File: config.mk
export PLATFORM = sky130hd
export DESIGN_NAME = mc_sequencer
export DESIGN_NICKNAME = d
export VERILOG_FILES = /design/src/rtl/mcs_pkg.sv /design/src/rtl/mcs_classify.sv /design/src/rtl/mcs_next_state.sv /design/src/rtl/mcs_outputs.sv /design/src/rtl/mc_sequencer.sv
export SDC_FILE = /design/constraint.sdc
export NUM_CORES = 1
export LEC_CHECK = 0
export ABC_CLOCK_PERIOD_IN_PS = 3000
export BUFFER_PORTS_ARGS = -buffer_cell sky130_fd_sc_hd__buf_2
export CAP_MARGIN = 20
export CORE_AREA = 2 2 39 41
export CTS_BUF_LIST = sky130_fd_sc_hd__clkbuf_8 sky130_fd_sc_hd__clkbuf_16
export DETAILED_ROUTE_END_ITERATION = 8
export DIE_AREA = 0 0 41 43
export PLACE_DENSITY_LB_ADDON = 0.12
export SYNTH_ARGS = -nofsm -noshare
export SYNTH_HDL_FRONTEND = slang
export SYNTH_HIERARCHICAL = 1
export SYNTH_SLANG_ARGS = --single-unit
File: constraint.sdc
create_clock -name clk -period 3 [get_ports clk]
set_input_delay 0.3 -clock clk [delete_from_list [all_inputs] [get_ports clk]]
set_output_delay 0.3 -clock clk [all_outputs]
set_load 0.005 [all_outputs]
File: src/rtl/mcs_pkg.sv
package mcs_pkg;

  typedef enum logic [3:0] {
    S_FETCH   = 4'd0,
    S_DECODE  = 4'd1,
    S_ADDR_LD = 4'd2,
    S_ADDR_ST = 4'd3,
    S_LD_MEM  = 4'd4,
    S_LD_WB   = 4'd5,
    S_ST_MEM  = 4'd6,
    S_EXEC    = 4'd7,
    S_ALU_WB  = 4'd8,
    S_BRANCH  = 4'd9,
    S_JUMP    = 4'd10
  } state_e;

  typedef enum logic [2:0] {
    C_ALU    = 3'd0,
    C_LOAD   = 3'd1,
    C_STORE  = 3'd2,
    C_BRANCH = 3'd3,
    C_JUMP   = 3'd4,
    C_OTHER  = 3'd5
  } class_e;

  localparam logic [1:0] ALU_ADD   = 2'b00;
  localparam logic [1:0] ALU_SUB   = 2'b01;
  localparam logic [1:0] ALU_FUNCT = 2'b10;

  localparam logic [1:0] BSEL_REG  = 2'b00;
  localparam logic [1:0] BSEL_FOUR = 2'b01;
  localparam logic [1:0] BSEL_IMM  = 2'b10;
  localparam logic [1:0] BSEL_SIMM = 2'b11;

  localparam logic [1:0] PCSEL_ALU = 2'b00;
  localparam logic [1:0] PCSEL_REG = 2'b01;
  localparam logic [1:0] PCSEL_JMP = 2'b10;

  typedef struct packed {
    logic       pc_we;
    logic       pc_we_if_eq;
    logic       addr_sel_data;
    logic       mem_rd;
    logic       mem_wr;
    logic       wb_sel_mem;
    logic       ir_we;
    logic [1:0] pc_next_sel;
    logic [1:0] alu_mode;
    logic       alu_a_sel;
    logic [1:0] alu_b_sel;
    logic       rf_we;
    logic       rf_dst_rd;
  } ctrl_t;

endpackage

File: src/rtl/mcs_classify.sv
module mcs_classify
  import mcs_pkg::*;
#(
  parameter int                OPC_W     = 6,
  parameter logic [OPC_W-1:0]  OP_ALU    = 6'b000000,
  parameter logic [OPC_W-1:0]  OP_LOAD   = 6'b100011,
  parameter logic [OPC_W-1:0]  OP_STORE  = 6'b101011,
  parameter logic [OPC_W-1:0]  OP_BRANCH = 6'b000100,
  parameter logic [OPC_W-1:0]  OP_JUMP   = 6'b000010
) (
  input  logic [OPC_W-1:0] opcode,
  output class_e           cls
);

  always_comb begin
    if (opcode == OP_ALU)         cls = C_ALU;
    else if (opcode == OP_LOAD)   cls = C_LOAD;
    else if (opcode == OP_STORE)  cls = C_STORE;
    else if (opcode == OP_BRANCH) cls = C_BRANCH;
    else if (opcode == OP_JUMP)   cls = C_JUMP;
    else                          cls = C_OTHER;
  end

endmodule

File: src/rtl/mcs_next_state.sv
module mcs_next_state
  import mcs_pkg::*;
(
  input  state_e cur,
  input  class_e cls,
  output state_e nxt
);

  always_comb begin
    nxt = S_FETCH;
    case (cur)
      S_FETCH:  nxt = S_DECODE;
      S_DECODE: begin
        case (cls)
          C_ALU:    nxt = S_EXEC;
          C_LOAD:   nxt = S_ADDR_LD;
          C_STORE:  nxt = S_ADDR_ST;
          C_BRANCH: nxt = S_BRANCH;
          C_JUMP:   nxt = S_JUMP;
          default:  nxt = S_FETCH;
        endcase
      end
      S_ADDR_LD: nxt = S_LD_MEM;
      S_LD_MEM:  nxt = S_LD_WB;
      S_ADDR_ST: nxt = S_ST_MEM;
      S_EXEC:    nxt = S_ALU_WB;
      default:   nxt = S_FETCH;
    endcase
  end

endmodule

File: src/rtl/mcs_outputs.sv
module mcs_outputs
  import mcs_pkg::*;
(
  input  state_e cur,
  output ctrl_t  ctl
);

  always_comb begin
    ctl = '0;
    case (cur)
      S_FETCH: begin
        ctl.mem_rd    = 1'b1;
        ctl.ir_we     = 1'b1;
        ctl.pc_we     = 1'b1;
        ctl.alu_b_sel = BSEL_FOUR;
        ctl.alu_mode  = ALU_ADD;
        ctl.pc_next_sel = PCSEL_ALU;
      end
      S_DECODE: begin
        ctl.alu_b_sel = BSEL_SIMM;
        ctl.alu_mode  = ALU_ADD;
      end
      S_ADDR_LD, S_ADDR_ST: begin
        ctl.alu_a_sel = 1'b1;
        ctl.alu_b_sel = BSEL_IMM;
        ctl.alu_mode  = ALU_ADD;
      end
      S_LD_MEM: begin
        ctl.mem_rd        = 1'b1;
        ctl.addr_sel_data = 1'b1;
      end
      S_LD_WB: begin
        ctl.rf_we      = 1'b1;
        ctl.wb_sel_mem = 1'b1;
      end
      S_ST_MEM: begin
        ctl.mem_wr        = 1'b1;
        ctl.addr_sel_data = 1'b1;
      end
      S_EXEC: begin
        ctl.alu_a_sel = 1'b1;
        ctl.alu_b_sel = BSEL_REG;
        ctl.alu_mode  = ALU_FUNCT;
      end
      S_ALU_WB: begin
        ctl.rf_we     = 1'b1;
        ctl.rf_dst_rd = 1'b1;
      end
      S_BRANCH: begin
        ctl.alu_a_sel   = 1'b1;
        ctl.alu_b_sel   = BSEL_REG;
        ctl.alu_mode    = ALU_SUB;
        ctl.pc_we_if_eq = 1'b1;
        ctl.pc_next_sel = PCSEL_REG;
      end
      S_JUMP: begin
        ctl.pc_we       = 1'b1;
        ctl.pc_next_sel = PCSEL_JMP;
      end
      default: ctl = '0;
    endcase
  end

endmodule

File: src/rtl/mc_sequencer.sv
module mc_sequencer
  import mcs_pkg::*;
#(
  parameter int                OPC_W     = 6,
  parameter logic [OPC_W-1:0]  OP_ALU    = 6'b000000,
  parameter logic [OPC_W-1:0]  OP_LOAD   = 6'b100011,
  parameter logic [OPC_W-1:0]  OP_STORE  = 6'b101011,
  parameter logic [OPC_W-1:0]  OP_BRANCH = 6'b000100,
  parameter logic [OPC_W-1:0]  OP_JUMP   = 6'b000010
) (
  input  logic             clk,
  input  logic             rst,
  input  logic [OPC_W-1:0] opcode,
  output logic             pc_we,
  output logic             pc_we_if_eq,
  output logic             addr_sel_data,
  output logic             mem_rd,
  output logic             mem_wr,
  output logic             wb_sel_mem,
  output logic             ir_we,
  output logic [1:0]       pc_next_sel,
  output logic [1:0]       alu_mode,
  output logic             alu_a_sel,
  output logic [1:0]       alu_b_sel,
  output logic             rf_we,
  output logic             rf_dst_rd
);

  state_e state_q;
  state_e state_d;
  class_e op_cls;
  ctrl_t  ctl;

  mcs_classify #(
    .OPC_W(OPC_W), .OP_ALU(OP_ALU), .OP_LOAD(OP_LOAD),
    .OP_STORE(OP_STORE), .OP_BRANCH(OP_BRANCH), .OP_JUMP(OP_JUMP)
  ) u_classify (
    .opcode(opcode),
    .cls   (op_cls)
  );

  mcs_next_state u_next (
    .cur(state_q),
    .cls(op_cls),
    .nxt(state_d)
  );

  always_ff @(posedge clk) begin
    if (rst) state_q <= S_FETCH;
    else     state_q <= state_d;
  end

  mcs_outputs u_outputs (
    .cur(state_q),
    .ctl(ctl)
  );

  assign pc_we         = ctl.pc_we;
  assign pc_we_if_eq   = ctl.pc_we_if_eq;
  assign addr_sel_data = ctl.addr_sel_data;
  assign mem_rd        = ctl.mem_rd;
  assign mem_wr        = ctl.mem_wr;
  assign wb_sel_mem    = ctl.wb_sel_mem;
  assign ir_we         = ctl.ir_we;
  assign pc_next_sel   = ctl.pc_next_sel;
  assign alu_mode      = ctl.alu_mode;
  assign alu_a_sel     = ctl.alu_a_sel;
  assign alu_b_sel     = ctl.alu_b_sel;
  assign rf_we         = ctl.rf_we;
  assign rf_dst_rd     = ctl.rf_dst_rd;

endmodule

==> impl_metrics.env <==
export IMPL_drive_gt1_share_pct=38.4
export IMPL_fin_skew_ns=0.0000972
export IMPL_clock_sinks=4
export IMPL_final_antenna_net_count=0
export IMPL_grt_max_degree=20
export IMPL_r2r_setup_slack_ns=1.66
export IMPL_cpPeakStageDelay_ns=0.76
export IMPL_core_um2=1380
export IMPL_synth_fp_nets=74
export IMPL_post_cts_buffers=0
export IMPL_syn_inst=66
export IMPL_worstPathCellList="nor4bb_4 > a221o_1 > buf_2"
export IMPL_seqCellArea_um2=80.1
export IMPL_largestRegisters="state_q x4"
export IMPL_drtIter0Drc=7
export IMPL_nNetsFinal=96
export IMPL_largest_register="state_q"
export IMPL_largest_register_ff_count=4
export IMPL_die_w_um=41
export IMPL_cts_buffers=3
export IMPL_drt_wl_total_um=1110
export IMPL_initial_core_util_pct=35.8
export IMPL_diodes=0
export IMPL_yosysMostFrequentCell="nor2_1"
export IMPL_yosysWarnings=6
export IMPL_ys_ff_latch=4
export IMPL_cts_root_buf="clkbuf_8"
export IMPL_timing_final_hold_violations=0
export IMPL_synth_area_leaders="dfxtp_1, nor2b_1, nor2_1"
export IMPL_fin_crit_sh_pct=60.2
export IMPL_routedWlPerCell_um=10.9
export IMPL_yosys_top_cells_count="nor2_1, nor2b_1"
export IMPL_synth_cell_types=35
export IMPL_setup_viol=0
export IMPL_worstPathMaxFanout=19
export IMPL_setup_tns_ns=0
export IMPL_die_h_um=43
export IMPL_ioPinCount=24
export IMPL_cts_resized_gates=0
export IMPL_hpwlAfterDp_um=752
export IMPL_cpMaxStageDelayCell="dfxtp_1"
export IMPL_whs_ns=0.288
export IMPL_end_kind="output pin"
export IMPL_peakVddDrop_mv=0.203
export IMPL_ys_seq_area_share_pct=16.2
export IMPL_synth_area_per_cell_um2=7.51
export IMPL_synth_edff_count=0
export IMPL_period_minus_slack_ns=1.80
export IMPL_htreeDepth=1
export IMPL_first_pass_iters=4
export IMPL_critical_path_top_delay_family="flip-flops"
export IMPL_multi_input_area_um2=372
export IMPL_grt_setup_unrepaired="no"
export IMPL_max_freq_mhz=554
export IMPL_numPortBuffers=23
export IMPL_yosysTopAreaCell="dfxtp_1"
export IMPL_die_area_um2=1760
export IMPL_synth_top_area_share_pct=16.2
export IMPL_num_rows=14
export IMPL_tritoncts="done"
export IMPL_grt_pass1_wl_um=1640
export IMPL_outcome="completed"
export IMPL_cts_clk_slew_worst_paths_ns=0.03
export IMPL_critPathRequiredTime_ns=2.70
export IMPL_p_leak_nw=0.271
export IMPL_ys_flop_type="dfxtp_1"
export IMPL_grt_antenna_before_repair=0
export IMPL_path_buf_inv=1
export IMPL_worstMarginPinSlew_ns=0.694
export IMPL_dp_slack_ns=0.983
export IMPL_first_global_vias=399
export IMPL_powerDensity_nw_per_um2=332
export IMPL_maxCapViolations=0
export IMPL_fin_ws_ns=1.20
export IMPL_grt_util_all_layers_pct=13.6
export IMPL_crit_type="reg -> out"
export IMPL_drc=0
export IMPL_min_path_type="in -> reg"
export IMPL_clockBufferDepth=2
export IMPL_worstSetupStartpointType="flip-flop"
export IMPL_place_congestion=0.703
export IMPL_gr_total_overflow=0
export IMPL_worstPathArrival_ns=1.50
export IMPL_relSlewSlack_pct=53.7
export IMPL_async_flop_share_pct=0
export IMPL_ctsHoldBuffers=0
export IMPL_slew_viol_final=0
export IMPL_vias=525
export IMPL_vias_per_cell=5.15
export IMPL_areaGrowthSynthToFinish_pct=28.3
export IMPL_n_fill_cell=141
export IMPL_clock_latency_ns=0.22
export IMPL_synth_area_um2=495
==> metal layers <==
metal | up-vias | GRT usage [%] | wire length [um]
li1 | 275 | - | -
met1 | 237 | 16.7 | 520
met2 | 13 | 19.4 | 536
met3 | 0 | 4.71 | 58
met4 | 0 | 8.00 | 0
met5 | - | 0 | 0
==> metrics by stage <==
stage                     utilization (%)  std cells  cell area [um^2]  power, mW
after floorplan                         -         66               495     0.0825
after global placement               42.9         99               594     0.0986
after detailed placement             42.9         99               594     0.0987
after CTS                            45.9        102               636      0.215
after global routing                 45.9        102               636      0.223
final                                45.9        102               636      0.211
==> layout by cell type, fill, tap and decap left out, types with 2 or more instances in the layout <==
cell	count
nor3_1	4
nand2b_1	4
nor2b_1	5
o21ai_0	2
nor2_1	8
inv_1	2
nor4_1	2
buf_2	23
dfxtp_1	4
clkbuf_8	3
a21oi_1	3
nand2_1	4
==> where the power goes <==
| group | switching [mW] | leakage, nW | internal [mW] |
|---|---|---|---|
| Sequential | 0.00733 | 0.0326 | 0.0553 |
| Combinational | 0.0152 | 0.217 | 0.0201 |
| Clock | 0.0273 | 0.0216 | 0.0855 |
==> path summary, 6_finish.rpt <==
path,from,end,cells after the start
max,state_q[1],alu_a_sel,3
max reg2reg,state_q[0],state_q[2],4
min reg2reg,state_q[3],state_q[2],2
min,rst,state_q[1],2
==> final cells by class <==
cell class	count	share of cell area, %
flip-flops and latches	4	12.6
clock buffers	3	6.50
well taps	16	3.15
repair buffers	23	18.1
inverters	2	1.18
multi-input cells	54	58.5
==> cell families after synthesis <==
| kind of cell | Yosys count | share of synthesized area, % |
|---|---|---|
| buffers and inverters | 8 | 8.84 |
| AOI/OAI and AO/OA | 14 | 21.2 |
| DFF | 4 | 16.2 |
| and+or+nand+nor | 40 | 53.8 |
No activity file was read; power rests on OpenSTA's default activity.
